File: config.mk
export PLATFORM = sky130hd
export DESIGN_NAME = flash_cmd_reg
export DESIGN_NICKNAME = d
export VERILOG_FILES = /design/src/rtl/flash_cmd_pkg.sv /design/src/rtl/flash_key_decode.sv /design/src/rtl/flash_op_tracker.sv /design/src/rtl/flash_cmd_issue.sv /design/src/rtl/flash_cmd_reg.sv
export SDC_FILE = /design/constraint.sdc
export NUM_CORES = 1
export LEC_CHECK = 0
export CORE_MARGIN = 2
export CORE_UTILIZATION = 48
export CTS_CLUSTER_SIZE = 20
export DETAILED_ROUTE_END_ITERATION = 7
export DONT_BUFFER_PORTS = 1
export HOLD_SLACK_MARGIN = 0.02
export PLACE_DENSITY = 0.65
export SLEW_MARGIN = 20
export SYNTH_ARGS = -nofsm -noshare
export SYNTH_HDL_FRONTEND = slang
export SYNTH_SLANG_ARGS = --single-unit
export TNS_END_PERCENT = 100
File: constraint.sdc
create_clock -name clk -period 4.8 [get_ports clk]
set_input_delay 0.96 -clock clk [delete_from_list [all_inputs] [get_ports clk]]
set_output_delay 0.96 -clock clk [all_outputs]
set_load 0.02 [all_outputs]
File: src/rtl/flash_cmd_pkg.sv
package flash_cmd_pkg;
  localparam int NUM_OPS = 4;
  localparam logic [15:0] CMD_KEY = 16'hA442;

  typedef enum logic [1:0] {
    OP_PROGRAM = 2'd0,
    OP_ERASE   = 2'd1,
    OP_MASS    = 2'd2,
    OP_COMMIT  = 2'd3
  } flash_op_e;

  function automatic logic [NUM_OPS-1:0] op_to_mask(input flash_op_e op);
    op_to_mask = NUM_OPS'(1) << op;
  endfunction
endpackage

File: src/rtl/flash_key_decode.sv
module flash_key_decode
  import flash_cmd_pkg::*;
(
  input  logic               wr_en,
  input  logic [15:0]        key_field,
  input  logic [NUM_OPS-1:0] cmd_bits,
  input  logic               busy_any,
  output logic               go,
  output flash_op_e          go_op,
  output logic               multi
);
  logic key_ok;
  logic accepted;
  int   n_set;

  assign key_ok   = (key_field == CMD_KEY);
  assign accepted = wr_en && key_ok && !busy_any;

  always_comb begin
    n_set = 0;
    go_op = OP_PROGRAM;
    for (int i = 0; i < NUM_OPS; i++) begin
      if (cmd_bits[i]) begin
        n_set = n_set + 1;
        go_op = flash_op_e'(i[1:0]);
      end
    end
  end

  assign go    = accepted && (n_set == 1);
  assign multi = accepted && (n_set > 1);
endmodule

File: src/rtl/flash_op_tracker.sv
module flash_op_tracker
  import flash_cmd_pkg::*;
#(
  parameter int TIMEOUT_CYC = 12_500_000
) (
  input  logic               clk,
  input  logic               rst,
  input  logic               go,
  input  flash_op_e          go_op,
  input  logic               done,
  output logic [NUM_OPS-1:0] busy,
  output logic               timeout_flag
);
  localparam int CNT_W = (TIMEOUT_CYC > 2) ? $clog2(TIMEOUT_CYC) : 1;
  localparam logic [CNT_W-1:0] CNT_LAST = CNT_W'(TIMEOUT_CYC - 1);

  logic [CNT_W-1:0] wd_cnt;

  always_ff @(posedge clk) begin
    if (rst) begin
      busy         <= '0;
      wd_cnt       <= '0;
      timeout_flag <= 1'b0;
    end else if (go) begin
      busy   <= op_to_mask(go_op);
      wd_cnt <= '0;
    end else if (|busy) begin
      if (done) begin
        busy <= '0;
      end else if (wd_cnt == CNT_LAST) begin
        busy         <= '0;
        timeout_flag <= 1'b1;
      end else begin
        wd_cnt <= wd_cnt + 1'b1;
      end
    end
  end

  assert_busy_onehot0_R4: assert property (@(posedge clk) disable iff (rst)
    $onehot0(busy));
  assert_done_clears_R4: assert property (@(posedge clk) disable iff (rst)
    (done && (|busy) && !go) |=> (busy == '0));
  assert_go_sets_bit_R3: assert property (@(posedge clk) disable iff (rst)
    go |=> (busy == op_to_mask($past(go_op))));
  assert_timeout_sticky_R8: assert property (@(posedge clk) disable iff (rst)
    timeout_flag |=> timeout_flag);
  assert_idle_done_R10: assert property (@(posedge clk) disable iff (rst)
    ((busy == '0) && !go) |=> (busy == '0));
endmodule

File: src/rtl/flash_cmd_issue.sv
module flash_cmd_issue
  import flash_cmd_pkg::*;
#(
  parameter int ADDR_W = 24,
  parameter int DATA_W = 32
) (
  input  logic              clk,
  input  logic              rst,
  input  logic              go,
  input  flash_op_e         go_op,
  input  logic [ADDR_W-1:0] addr_in,
  input  logic [DATA_W-1:0] data_in,
  output logic              start,
  output logic [1:0]        op,
  output logic [ADDR_W-1:0] addr,
  output logic [DATA_W-1:0] data
);
  always_ff @(posedge clk) begin
    if (rst) begin
      start <= 1'b0;
      op    <= 2'd0;
      addr  <= '0;
      data  <= '0;
    end else begin
      start <= go;
      if (go) begin
        op   <= go_op;
        addr <= addr_in;
        data <= data_in;
      end
    end
  end

  assert_start_pulse_R3: assert property (@(posedge clk) disable iff (rst)
    start |=> !start);
  assert_start_follows_go_R3: assert property (@(posedge clk) disable iff (rst)
    go |=> (start && (op == $past(go_op)) && (addr == $past(addr_in))));
endmodule

File: src/rtl/flash_cmd_reg.sv
module flash_cmd_reg
  import flash_cmd_pkg::*;
#(
  parameter int ADDR_W      = 24,
  parameter int DATA_W      = 32,
  parameter int TIMEOUT_CYC = 12_500_000
) (
  input  logic              clk,
  input  logic              rst,
  input  logic              bus_wr,
  input  logic [31:0]       bus_wdata,
  output logic [31:0]       bus_rdata,
  input  logic [ADDR_W-1:0] addr_in,
  input  logic [DATA_W-1:0] data_in,
  output logic              cmd_start,
  output logic [1:0]        cmd_op,
  output logic [ADDR_W-1:0] cmd_addr,
  output logic [DATA_W-1:0] cmd_data,
  input  logic              cmd_done,
  output logic              err_multi,
  output logic              err_timeout
);
  logic               go;
  logic               multi;
  flash_op_e          go_op;
  logic [NUM_OPS-1:0] busy;
  logic               unused_rsvd;

  assign unused_rsvd = ^bus_wdata[15:NUM_OPS];

  flash_key_decode u_decode (
    .wr_en    (bus_wr),
    .key_field(bus_wdata[31:16]),
    .cmd_bits (bus_wdata[NUM_OPS-1:0]),
    .busy_any (|busy),
    .go       (go),
    .go_op    (go_op),
    .multi    (multi)
  );

  flash_op_tracker #(.TIMEOUT_CYC(TIMEOUT_CYC)) u_tracker (
    .clk         (clk),
    .rst         (rst),
    .go          (go),
    .go_op       (go_op),
    .done        (cmd_done),
    .busy        (busy),
    .timeout_flag(err_timeout)
  );

  flash_cmd_issue #(.ADDR_W(ADDR_W), .DATA_W(DATA_W)) u_issue (
    .clk    (clk),
    .rst    (rst),
    .go     (go),
    .go_op  (go_op),
    .addr_in(addr_in),
    .data_in(data_in),
    .start  (cmd_start),
    .op     (cmd_op),
    .addr   (cmd_addr),
    .data   (cmd_data)
  );

  always_ff @(posedge clk) begin
    if (rst) err_multi <= 1'b0;
    else if (multi) err_multi <= 1'b1;
  end

  assign bus_rdata = {16'h0000, {(16-NUM_OPS){1'b0}}, busy};

  assert_badkey_ignored_R1: assert property (@(posedge clk) disable iff (rst)
    (bus_wr && (bus_wdata[31:16] != CMD_KEY) && (busy == '0))
      |=> (!cmd_start && (busy == '0) && (err_multi == $past(err_multi))));
  assert_busy_blocks_R6: assert property (@(posedge clk) disable iff (rst)
    (bus_wr && (|busy)) |=> !cmd_start);
  assert_multi_no_start_R7: assert property (@(posedge clk) disable iff (rst)
    multi |=> (!cmd_start && err_multi));
  assert_err_sticky_R7: assert property (@(posedge clk) disable iff (rst)
    err_multi |=> err_multi);
endmodule

Word-level counts from Yosys, hierarchy flattened
Cells that the tools add are included.
{"block": "classes", "add_sub_neg": 4, "magnitude_cmp": 1, "eq_ne": 3, "shift": 1, "n_mux": 11, "bitwise_logic": 3, "n_reduce_logical": 12}
{"cell": "$mux 32", "n": 3}
{"cell": "$add 32x2->32 const B", "n": 2}
{"cell": "$eq 32x2->1 const B", "n": 1}
{"cell": "$gt 32x2->1 const B", "n": 1}
{"cell": "$add 24x1->24 const B", "n": 1}
{"cell": "$eq 24x24->1 const B", "n": 1}
{"cell": "$eq 16x16->1 const B", "n": 1}
{"cell": "$mux 4", "n": 4}
{"cell": "$logic_and 1x1->1", "n": 4}
{"cell": "$mux 2", "n": 2}
{"cell": "$reduce_and 4->1", "n": 1}
{"cell": "$reduce_or 4->1", "n": 1}
{"cell": "$shl 1x2->4 const A", "n": 1}
{"cell": "$not 1->1", "n": 3}
{"cell": "$reduce_and 3->1", "n": 1}
{"cell": "$reduce_bool 3->1", "n": 1}
{"cell": "$add 1x1->2 const B", "n": 1}
{"cell": "$mux 1", "n": 2}
{"cell": "$reduce_and 2->1", "n": 1}
{"cell": "$reduce_bool 2->1", "n": 1}
{"cell": "$reduce_or 2->1", "n": 1}
{"cell": "$logic_not 1->1", "n": 1}
{"block": "word_totals", "regBits": 89}

Depth between registers and ports, before layout
{"block": "logic_depth", "word_depth": 11, "depth_mapped": 12, "mapped_depth_nobuf": 10}

Hierarchy
Synthesis repeated with hierarchy kept, for this count alone.
{"block": "unflattened", "cells_unflattened": 416, "hier_area_um2": 4031.4}
{"mod": "flash_cmd_issue", "n_inst": 1, "cells_each": 190, "area_per_inst_um2": 2084.5}
{"mod": "flash_op_tracker", "n_inst": 1, "cells_each": 166, "area_per_inst_um2": 1482.7}
{"mod": "flash_cmd_reg", "n_inst": 1, "cells_each": 32, "area_per_inst_um2": 251.5}
{"mod": "flash_key_decode", "n_inst": 1, "cells_each": 28, "area_per_inst_um2": 212.7}

Worst setup path after synthesis
OpenSTA, ideal clock, no wires.
{"block": "synth_path", "path_kind": "input -> register", "start": "input bus_wdata[1]", "end": "register u_issue.data[10]", "arrival_ps": 2940, "required_ps": 4668, "path_slack_ps": 1728, "path_stages": 11, "path_buffers": 2, "path_cell_list": "inv_1 ha_1 xor2_1 ha_1 xnor2_1 a31oi_1 or3_1 buf_2 clkbuf_2 o21ai_0 a21oi_1"}
{"block": "synth_via", "elab_chain_len": 7}
{"element": "from (decl)", "line_no": "flash_cmd_reg.sv:11", "text": "input logic [31:0] bus_wdata,"}
{"element": "$mux 32 *", "line_no": "flash_key_decode.sv:23", "text": "if (cmd_bits[i]) begin"}
{"element": "$add 32x2->32", "line_no": "flash_key_decode.sv:24", "text": "n_set = n_set + 1;"}
{"element": "$mux 32 *", "line_no": "flash_key_decode.sv:23"}
{"element": "$add 32x2->32", "line_no": "flash_key_decode.sv:24"}
{"element": "$mux 32 *", "line_no": "flash_key_decode.sv:23"}
{"element": "$eq 32x2->1 *", "line_no": "flash_key_decode.sv:30", "text": "assign go = accepted && (n_set == 1);"}
{"element": "$logic_and 1x1->1 *", "line_no": "flash_key_decode.sv:30"}
{"element": "to (signal assigned)", "line_no": "flash_cmd_issue.sv:29", "text": "data <= data_in;"}
{"element": "to (decl)", "line_no": "flash_cmd_issue.sv:16", "text": "output logic [DATA_W-1:0] data"}
Every way passes the cells marked *; elsewhere a longest branch is shown, timed or not.
A chain may end at the register's enable or synchronous reset.

Worst setup path in the final report
{"block": "layout_path", "start": "input bus_wdata[1]", "end": "register u_tracker.wd_cnt[8]"}
{"block": "layout_via", "elab_chain_len": 8}
{"element": "$mux 32 *", "line_no": "flash_key_decode.sv:23"}
{"element": "$add 32x2->32", "line_no": "flash_key_decode.sv:24"}
{"element": "$mux 32 *", "line_no": "flash_key_decode.sv:23"}
{"element": "$add 32x2->32", "line_no": "flash_key_decode.sv:24"}
{"element": "$mux 32 *", "line_no": "flash_key_decode.sv:23"}
{"element": "$eq 32x2->1 *", "line_no": "flash_key_decode.sv:30"}
{"element": "$logic_and 1x1->1 *", "line_no": "flash_key_decode.sv:30"}
{"element": "$reduce_or 2->1 (no source line) *"}
{"element": "to (signal assigned)", "line_no": "flash_op_tracker.sv:34", "text": "wd_cnt <= wd_cnt + 1'b1;"}
{"element": "to (decl)", "line_no": "flash_op_tracker.sv:17", "text": "logic [CNT_W-1:0] wd_cnt;"}
Marks and branches as above.

==> run summary <==
total track usage - 0.206
Routed wire per std cell - 16.5 um
layout cells sized above 1 - 0.0743
synth-to-layout area growth - 1.95%
Clock Path Buffers - 2
core area - 8260 um2
clk sinks - 89
Worst path slowest cell - or3_2
synthesized cell area - 4100 um2
first-pass GRT wire length - 14900 um
largest net degree at the start of global routing - 67
height of the die - 96.4 um
unrepaired setup endpoints after global routing - no
Worst Hold Class - flip-flop to flip-flop
initial antenna violation count - 0
DR pass1 iterations - 5
Max Clock Skew - 11.2 ps
TritonCTS clock tree - built
Post-DRT Antenna Nets - 0
I/O Buffers - 0
CP max FO - 30
drc violations - 0
vias in the first global route - 3158
Post-synth EDFFs - 0
Crit. End Element - flip-flop
final WL - 9530 um
Rows - 33
kind of critical path - input pin to flip-flop
CP required - 5020 ps
CTS Hold Bufs - 0
synth top area cells - dfxtp_1, nand3_1, a21oi_1
final setup TNS - 0 ps
Synth top area share - 0.434
endpoints failing setup - 0
Worst slew margin - 0.408
Seq cells post-synth - 89
ys flop type - dfxtp_1
Detailed Route Iter0 Violations - 154
Final Hold Viols - 0
H-tree level count - 3
Reg clk slew, reported paths - 90 ps
I/O Pins - 185
crit path cell chain - inv_1 -> ha_1 -> xor2_1 -> ha_1 -> xnor2_1 -> a31oi_1 -> or3_2 -> o21bai_4 -> nor2_1
Max Slew Vio Count - 0
max-cap violations - 0
post_cts resized - 0
Detailed Place HPWL - 6490 um
Via Count - 3359
Initial Util - 0.497
Util after Layout - 0.506
Slew @ Worst Pin - 880 ps
Vias/cell - 5.83
Final #Nets - 562
final period utilization - 0.688
synth cell count leaders - dfxtp_1, nand3_1, a21oi_1
crit path time final - 3300 ps
Mapped Avg Cell Area - 8.44 um2
CTS root buf - clkbuf_8
Post-CTS Setup Repair Bufs - 0
Syn Inst Count - 486
crit path DAT - 3520 ps
Power Density - 311 nW/um2
leakage power total - 1.36 nW
Hold WS - 503 ps
CP most frequent cell - ha_1
total global routing overflow - 0
GP Congestion - 0.830
sequential share of the synthesized area - 0.434
status - completed
Critical Path Source Type - input pin
Num CTS Buffers - 9
Worst path max stage delay - 770 ps
top-count cell post-synth - dfxtp_1
Yosys top cell by area - dfxtp_1
ANT cells - 0
asr flop ratio synth - 0
Max Freq - 303 MHz
Max VDD drop - 0.165 mV
DIE WIDTH - 96.4 um
number of distinct library cells after synthesis - 47
Skew-Pair Late Insertion Delay - 350 ps
Yosys warnings - 0
total die area - 9300 um2
-- power breakdown --
group / internal, W / switching [W]
logic: 0.0000173 / 0.0000759
registers: 0.000738 / 0.00000000281
clock network: 0.000193 / 0.000278
-- per-stage QoR --
stage	instances	setup slack (ps)	total power (W)	cell area, um2
finish	576	1500	0.00130	4180
detailed placement	560	1100	0.000848	4010
CTS	576	1480	0.00132	4180
global placement	560	1120	0.000847	4010
global route	576	1300	0.00136	4180
floorplan	513	1730	0.000858	4200
-- cell type report --
| cell class | instances | area, um2 |
|---|---|---|
| Clock inverter | 7 | 52.6 |
| Clock buffer | 9 | 124 |
| Tap cell | 105 | 131 |
| Fill cell | 815 | 4080 |
| Timing Repair Buffer | 5 | 50.0 |
| Multi-Input combinational cell | 356 | 2020 |
| Sequential cell | 89 | 1780 |
| Inverter | 5 | 18.8 |
-- state kept, by name, indices dropped and copies added (netlist names) --
name                    flops
err_multi                   1
u_issue.addr               24
u_issue.data               32
u_issue.op                  2
u_issue.start               1
u_tracker.busy              4
u_tracker.timeout_flag      1
u_tracker.wd_cnt           24
-- metal layers --
metal,global-route usage,vias to the layer above,part of all wire
met5,0,-,0
met4,0.0728,0,0.012
met3,0.0683,10,0.080
met2,0.339,127,0.49
met1,0.252,1576,0.41
li1,-,1646,-
-- logic make-up (layout without fill, tap and decap cells) --
| family | after synthesis | in the layout | share of synthesized area |
|---|---|---|---|
| AO/OA/AOI/OAI | 146 | 146 | 0.196 |
| buffers and inverters | 68 | 26 | 0.0991 |
| XOR/XNOR | 19 | 19 | 0.0406 |
| adder cells (fa/ha/maj) | 4 | 4 | 0.0122 |
| other | 1 | 28 | 0.000914 |
| flip-flops | 89 | 89 | 0.434 |
| AND/OR/NAND/NOR | 159 | 159 | 0.216 |
-- path summary, 6_finish.rpt --
kind / slack (ps) / cells after the start / to / start
worst min-delay path: 500 / 2 / u_tracker.wd_cnt[20] / u_tracker.wd_cnt[20]
worst min register to register: 500 / 2 / u_tracker.wd_cnt[20] / u_tracker.wd_cnt[20]
worst max register to register: 2170 / 5 / u_tracker.wd_cnt[8] / u_tracker.busy[0]
worst max-delay path: 1500 / 9 / u_tracker.wd_cnt[8] / bus_wdata[1]
-- layout by cell type (no fill, tap or decap), types with 3 or more instances in the layout --
cell type  count
dfxtp_1       89
nand3_1       71
a21oi_1       68
o21ai_0       59
conb_1        28
nor2_1        25
nand2_1       12
xor2_1        11
clkbuf_8       9
xnor2_1        8
and3_1         6
and4_1         6
inv_1          5
nand4_1        5
or4_1          5
o31ai_1        5
and2_1         4
nor4_1         4
ha_1           4
buf_4          4
o21ai_1        3
or3_1          3
inv_6          3
-- critical path: cells and delay by family --
family	cells	cell delay, ps
AOI/OAI and AO/OA	2	720
xor gates and xnor gates	2	310
adders and majority gates	2	590
buffers and inverters	1	40
and+or+nand+nor	2	880
No activity file was read; power rests on OpenSTA's default activity.
